File: src/rtl/hdx_backoff_pkg.sv
package hdx_backoff_pkg;

   typedef enum logic [2:0] {
      ST_IDLE,
      ST_DEFER,
      ST_BACKOFF,
      ST_XMIT,
      ST_HOLD
   } bo_state_t;

   // Galois feedback masks (right-shift form) for supported LFSR widths
   function automatic logic [31:0] galois_taps(input int unsigned w);
      case (w)
         8:       return 32'h0000_00B8;
         16:      return 32'h0000_B400;
         24:      return 32'h00E1_0000;
         32:      return 32'hA300_0000;
         default: return 32'h0;
      endcase
   endfunction

   function automatic int unsigned max_u(input int unsigned a, input int unsigned b);
      return (a > b) ? a : b;
   endfunction

endpackage

File: src/rtl/hdx_bit_tick.sv
module hdx_bit_tick #(
   parameter int unsigned FAST_DIV = 1,
   parameter int unsigned SLOW_DIV = 10
) (
   input  logic clk,
   input  logic rst_n,
   input  logic link_fast,
   output logic bit_tick
);
   import hdx_backoff_pkg::*;

   localparam int unsigned MAXD = max_u(FAST_DIV, SLOW_DIV);
   localparam int unsigned DW   = (MAXD > 1) ? $clog2(MAXD) : 1;

   if (FAST_DIV < 1 || SLOW_DIV < 1) begin : g_bad_div
      $error("hdx_bit_tick: dividers must be at least 1");
   end

   logic [DW-1:0] div_cnt;
   logic [DW-1:0] div_lim;

   assign div_lim  = link_fast ? DW'(FAST_DIV - 1) : DW'(SLOW_DIV - 1);
   assign bit_tick = (div_cnt >= div_lim);

   always_ff @(posedge clk or negedge rst_n) begin
      if (!rst_n)        div_cnt <= '0;
      else if (bit_tick) div_cnt <= '0;
      else               div_cnt <= div_cnt + 1'b1;
   end

endmodule

File: src/rtl/hdx_lfsr.sv
module hdx_lfsr #(
   parameter int unsigned W     = 16,
   parameter int unsigned OUT_W = 10,
   parameter logic [W-1:0] SEED = 16'hACE1
) (
   input  logic             clk,
   input  logic             rst_n,
   output logic [OUT_W-1:0] rnd
);
   import hdx_backoff_pkg::*;

   localparam logic [31:0]  TAPS_ALL = galois_taps(W);
   localparam logic [W-1:0] TAPS     = TAPS_ALL[W-1:0];

   if (TAPS_ALL == 32'h0) begin : g_bad_width
      $error("hdx_lfsr: unsupported width");
   end
   if (SEED == '0) begin : g_bad_seed
      $error("hdx_lfsr: seed must be nonzero");
   end
   if (OUT_W > W) begin : g_bad_out
      $error("hdx_lfsr: output wider than register");
   end

   logic [W-1:0] st;

   always_ff @(posedge clk or negedge rst_n) begin
      if (!rst_n) st <= SEED;
      else        st <= {1'b0, st[W-1:1]} ^ (st[0] ? TAPS : '0);
   end

   assign rnd = st[OUT_W-1:0];

endmodule

File: src/rtl/hdx_slot_draw.sv
module hdx_slot_draw #(
   parameter int unsigned KW        = 10,
   parameter int unsigned CW        = 5,
   parameter int unsigned CAP       = 10,
   parameter int unsigned AGGR_BITS = 3
) (
   input  logic [KW-1:0] rnd,
   input  logic [CW-1:0] coll_n,
   input  logic          aggr,
   output logic [KW-1:0] slots
);
   logic [KW-1:0] mask;

   for (genvar i = 0; i < KW; i++) begin : g_mask
      // standard: bit i kept when i < min(n, CAP); aggressive: low bits only
      assign mask[i] = aggr ? (i < AGGR_BITS)
                            : ((i < CAP) && (int'(coll_n) > i));
   end

   assign slots = rnd & mask;

endmodule

File: src/rtl/hdx_backoff_ctrl.sv
module hdx_backoff_ctrl #(
   parameter int unsigned SLOT_BITS     = 512,
   parameter int unsigned IFG_BITS      = 96,
   parameter int unsigned IFG_PART1     = 64,
   parameter int unsigned ATTEMPT_LIMIT = 16,
   parameter int unsigned BACKOFF_CAP   = 10,
   parameter int unsigned AGGR_BITS     = 3,
   parameter int unsigned LFSR_W        = 16,
   parameter logic [LFSR_W-1:0] LFSR_SEED = 16'hACE1,
   parameter int unsigned FAST_DIV      = 1,
   parameter int unsigned SLOW_DIV      = 10
) (
   input  logic clk,
   input  logic rst_n,
   input  logic link_fast,
   input  logic carrier_sense,
   input  logic coll_pulse,
   input  logic tx_req,
   input  logic jam_active,
   input  logic aggr_mode,
   input  logic two_part_mode,
   input  logic no_drop_mode,
   output logic tx_go,
   output logic frame_drop
);
   import hdx_backoff_pkg::*;

   localparam int unsigned KW  = max_u(BACKOFF_CAP, AGGR_BITS);
   localparam int unsigned CW  = max_u($clog2(ATTEMPT_LIMIT + 1), $clog2(BACKOFF_CAP + 1));
   localparam int unsigned SBW = $clog2(SLOT_BITS);
   localparam int unsigned IW  = $clog2(IFG_BITS);

   if (SLOT_BITS < 2) begin : g_bad_slot
      $error("hdx_backoff_ctrl: SLOT_BITS must be at least 2");
   end
   if (IFG_BITS < 2 || IFG_PART1 >= IFG_BITS) begin : g_bad_ifg
      $error("hdx_backoff_ctrl: IFG_PART1 must be below IFG_BITS");
   end
   if (ATTEMPT_LIMIT < 1) begin : g_bad_limit
      $error("hdx_backoff_ctrl: ATTEMPT_LIMIT must be at least 1");
   end
   if (KW > LFSR_W) begin : g_bad_rng
      $error("hdx_backoff_ctrl: LFSR narrower than the backoff draw");
   end

   bo_state_t      state;
   logic           bit_tick;
   logic [KW-1:0]  rnd;
   logic [KW-1:0]  draw_slots;
   logic [CW-1:0]  coll_cnt;
   logic [CW-1:0]  n_next;
   logic [IW-1:0]  ifg_cnt;
   logic [SBW-1:0] bit_cnt;
   logic [KW-1:0]  slots_left;
   logic           restart;
   logic           hit_limit;

   hdx_bit_tick #(
      .FAST_DIV (FAST_DIV),
      .SLOW_DIV (SLOW_DIV)
   ) u_tick (
      .clk       (clk),
      .rst_n     (rst_n),
      .link_fast (link_fast),
      .bit_tick  (bit_tick)
   );

   hdx_lfsr #(
      .W     (LFSR_W),
      .OUT_W (KW),
      .SEED  (LFSR_SEED)
   ) u_rng (
      .clk   (clk),
      .rst_n (rst_n),
      .rnd   (rnd)
   );

   hdx_slot_draw #(
      .KW        (KW),
      .CW        (CW),
      .CAP       (BACKOFF_CAP),
      .AGGR_BITS (AGGR_BITS)
   ) u_draw (
      .rnd    (rnd),
      .coll_n (n_next),
      .aggr   (aggr_mode),
      .slots  (draw_slots)
   );

   // saturating count of this collision, used for the draw and the limit
   assign n_next    = (coll_cnt == '1) ? coll_cnt : coll_cnt + 1'b1;
   assign hit_limit = !no_drop_mode && (n_next >= CW'(ATTEMPT_LIMIT));
   assign restart   = carrier_sense &&
                      (!two_part_mode || (ifg_cnt < IW'(IFG_PART1)));

   always_ff @(posedge clk or negedge rst_n) begin
      if (!rst_n) begin
         state      <= ST_IDLE;
         coll_cnt   <= '0;
         ifg_cnt    <= '0;
         bit_cnt    <= '0;
         slots_left <= '0;
         tx_go      <= 1'b0;
         frame_drop <= 1'b0;
      end else begin
         tx_go      <= 1'b0;
         frame_drop <= 1'b0;
         case (state)
            ST_IDLE: begin
               if (tx_req) begin
                  state   <= ST_DEFER;
                  ifg_cnt <= '0;
               end
            end
            ST_DEFER: begin
               if (bit_tick) begin
                  if (restart) begin
                     ifg_cnt <= '0;
                  end else if (ifg_cnt == IW'(IFG_BITS - 1)) begin
                     state <= ST_XMIT;
                     tx_go <= 1'b1;
                  end else begin
                     ifg_cnt <= ifg_cnt + 1'b1;
                  end
               end
            end
            ST_BACKOFF: begin
               if (bit_tick) begin
                  if (bit_cnt == SBW'(SLOT_BITS - 1)) begin
                     bit_cnt <= '0;
                     if (slots_left == KW'(1)) begin
                        state   <= ST_DEFER;
                        ifg_cnt <= '0;
                     end else begin
                        slots_left <= slots_left - 1'b1;
                     end
                  end else begin
                     bit_cnt <= bit_cnt + 1'b1;
                  end
               end
            end
            ST_XMIT: begin
               if (!tx_req) begin
                  coll_cnt <= '0;
                  state    <= ST_IDLE;
               end else if (coll_pulse) begin
                  if (jam_active) begin
                     tx_go <= 1'b1;
                  end else if (hit_limit) begin
                     frame_drop <= 1'b1;
                     coll_cnt   <= '0;
                     state      <= ST_HOLD;
                  end else begin
                     coll_cnt <= n_next;
                     if (draw_slots == '0) begin
                        state   <= ST_DEFER;
                        ifg_cnt <= '0;
                     end else begin
                        state      <= ST_BACKOFF;
                        slots_left <= draw_slots;
                        bit_cnt    <= '0;
                     end
                  end
               end
            end
            ST_HOLD: begin
               if (!tx_req) state <= ST_IDLE;
            end
            default: state <= ST_IDLE;
         endcase
      end
   end

endmodule

File: config.mk
export PLATFORM = sky130hd
export DESIGN_NAME = hdx_backoff_ctrl
export DESIGN_NICKNAME = d
export VERILOG_FILES = /design/src/rtl/hdx_backoff_pkg.sv /design/src/rtl/hdx_bit_tick.sv /design/src/rtl/hdx_lfsr.sv /design/src/rtl/hdx_slot_draw.sv /design/src/rtl/hdx_backoff_ctrl.sv
export SDC_FILE = /design/constraint.sdc
export NUM_CORES = 1
export LEC_CHECK = 0
export ABC_AREA = 1
export CELL_PAD_IN_SITES_DETAIL_PLACEMENT = 0
export CELL_PAD_IN_SITES_GLOBAL_PLACEMENT = 1
export CORE_UTILIZATION = 35
export CTS_BUF_LIST = sky130_fd_sc_hd__clkbuf_2 sky130_fd_sc_hd__clkbuf_4 sky130_fd_sc_hd__clkbuf_8
export CTS_CLUSTER_DIAMETER = 40
export DETAILED_ROUTE_END_ITERATION = 8
export GPL_TIMING_DRIVEN = 0
export PLACE_DENSITY = 0.63
export SYNTH_ARGS = -nofsm -noshare
export SYNTH_HDL_FRONTEND = slang
export SYNTH_SLANG_ARGS = --single-unit
File: constraint.sdc
create_clock -name clk -period 6 [get_ports clk]
set_input_delay 1.2 -clock clk [delete_from_list [all_inputs] [get_ports clk]]
set_output_delay 1.2 -clock clk [all_outputs]
set_load 0.005 [all_outputs]
==> flow_summary.yaml <==
global_routing:
  grt_pass1_vias: 2646
  grt_start_max_net_pins: 36
  grt_pass1_wl_mm: 12.7
  gr-total-overflow: 0
  track_usage: 0.163
  antenna_found_initial: 0
sta:
  fin_ws_ns: 2.91
  max_freq_ghz: 0.324
  rsz0062_at_grt: "false"
  fin_crit_sh: 0.515
  min_period_ns: 3.09
  whs_ns: 0.367
  finalMaxSlewViolations: 0
  worst_pin_slew_ns: 0.546
  setup_tns_ns: 0
  final-hold-violation-count: 0
  clock_skew_ns: 0.00590
  setup_viol: 0
  slew_headroom: 0.636
clock_tree:
  cts_htree_levels: 2
  clock_latency_ns: 0.32
  cts-resized-gates: 0
  cts_root_buf: "clkbuf_8"
  cts_hold_buffers: 0
  clock-sinks: 56
  cts_setup_buffers: 0
  path_clk_slew_ns: 0.11
  cts_tree: "built"
  cts_buffers: 5
  cts_buffer_depth: 2
synthesis:
  ys_seq_area_frac: 0.433
  synth.top_cell.area_share: 0.369
  synthMuxAreaShare: 0
  synth-main-ff-cell: "dfrtp_1"
  synth_commonest_cells: "nand2_1, nor2_1, dfrtp_1"
  syn_area_mm2: 0.00326
  syn_nets: 446
  synth_top_family_by_area: "simple AND/OR/NAND/NOR gates"
  synth.area.top_cells: "dfrtp_1, nand2_1, dfstp_2"
  synth-simple-area-share: 0.328
  synth_top_area_cell: "dfrtp_1"
  synth-seq-cells: 56
  synth-adder-area-share: 0.0384
  synth-compound-area-share: 0.0972
  synth_xor_area_frac: 0.0350
  ys_types: 37
  syn_inst: 426
  synth_edf_count: 0
  async_flop_share: 1.00
  ys.warnings.count: 0
  synth.most_common_cell: "nand2_1"
  synth.avg_cell_area_um2: 7.65
floorplan:
  fp.dieH_um: 98.5
  die_w_um: 98.5
  rows: 34
  start_util: 0.368
  num_io_pins: 12
  die_area_mm2: 0.00970
  coreArea_mm2: 0.00885
route:
  via_count: 2687
  first_iter_violations: 55
  drc: 0
  wl_per_cell_um: 13.2
  vias_per_cell: 4.85
  firstDrtPassIters: 4
  antenna_left: 0
  totalWireLength_mm: 7.29
power:
  powerDensity_mw_per_mm2: 410
  power_leakage_nw: 1.77
  ir_drop_mv: 0.185
finish:
  utilization: 0.408
  drive_gt1_frac: 0.119
  syn2layout_area_growth_pct: 10.9
  fin_cells: 554
  nNetsFinal: 465
  diodes: 0
critical_path:
  cp_slowest_cell: "clkdlybuf4s50_1"
  path_max_fanout: 10
  cp-start-kind: "primary input"
  worst_setup_path_end_kind: "register"
  cpMostUsedCell: "nand2_1"
  critPathArrivalTime_ns: 3.31
  required_ns: 6.22
  path_cells: "clkdlybuf4s50_1 > inv_1 > nor2_1 > nand2_1 > o21ai_0 > nand2_1 > a211oi_1 > nand2_2 > buf_6 > nand2_1 > nand2_1"
  worstSetupPathType: "in2reg"
  critical-path-max-stage-delay_ns: 0.47
placed_design:
  gp_congestion: 0.852
  portBuffers: 11
  dp_slack_ns: 2.53
  detailed_place_hpwl_mm: 5.58
  dp.cells: 546
hold_path:
  hold_class: "reg2reg"
outcome:
  outcome: "complete, no violations"
job:
  maxCapViolCount: 0
## power by group
group	total, mW	switching, mW	internal [mW]
clock	0.222	0.137	0.0856
combinational	0.732	0.480	0.251
sequential	0.526	0.0750	0.451
## sequential cells by signal, summed over array words and instances, names as in the netlist
| name | cells |
|---|---|
| bit_cnt | 9 |
| coll_cnt | 5 |
| frame_drop | 1 |
| ifg_cnt | 7 |
| slots_left | 10 |
| state | 3 |
| tx_go | 1 |
| u_rng.st | 16 |
| u_tick.div_cnt | 4 |
## through the flow
stage	cell area, um^2	total power [mW]
after CTS	3610	1.51
after global placement	3500	1.27
after global routing	3610	1.63
after floorplan	3260	1.09
final	3610	1.48
after detailed placement	3520	1.28
## cell families after synthesis
kind of cell / count (synthesis)
adder cells (fa/ha/maj): 10
flip-flops: 56
buffers and inverters: 53
AO/OA/AOI/OAI: 53
AND/OR/NAND/NOR: 241
XOR/XNOR: 13
## placed cells by master (no fill, tap or decap), drive strengths merged, types with 5 or more instances in the layout
master and n:
nor2 60, o22ai 5, buf 6, ha 10, clkbuf 8, inv 46, nand4 8, nand3 37
xor2 9, dfstp 8, nand2 127, dfrtp 48, o21ai 34, a21oi 6, clkdlybuf4s50 10
## per-layer routing
layer,wire [um],global-route usage,share of wire
met5,0,0,0
met4,108,0.0517,0.015
met3,135,0.0277,0.019
met2,3440,0.267,0.47
met1,3610,0.222,0.50
## critical path, delay by kind of cell
family,cells,cell delay [ns]
buffers and inverters,3,0.71
and+or+nand+nor,6,0.74
AOI/OAI and AO/OA,2,0.65
## final timing paths
check | start | endpoint | slack (ns) | depth (start not counted)
min | u_rng.st[12] | u_rng.st[11] | 0.37 | 0
max reg2reg | coll_cnt[0] | ifg_cnt[0] | 3.41 | 15
max | coll_pulse | slots_left[8] | 2.91 | 11
max in group asynchronous | rst_n | u_rng.st[15] | 4.51 | 2
min reg2reg | u_rng.st[12] | u_rng.st[11] | 0.37 | 0
min in group asynchronous | rst_n | slots_left[7] | 0.85 | 1
## area by class of cell
| class | instances | area [um^2] |
|---|---|---|
| inverter | 46 | 173 |
| sequential | 56 | 1410 |
| multi-input combinational | 317 | 1620 |
| timing repair buffer | 12 | 125 |
| tap | 108 | 135 |
| fill | 935 | 5240 |
| clock buffer | 5 | 68.8 |
| clock inverter | 3 | 26.3 |
| buffer | 7 | 48.8 |
Note: power is estimated with default switching activity, not from simulation.
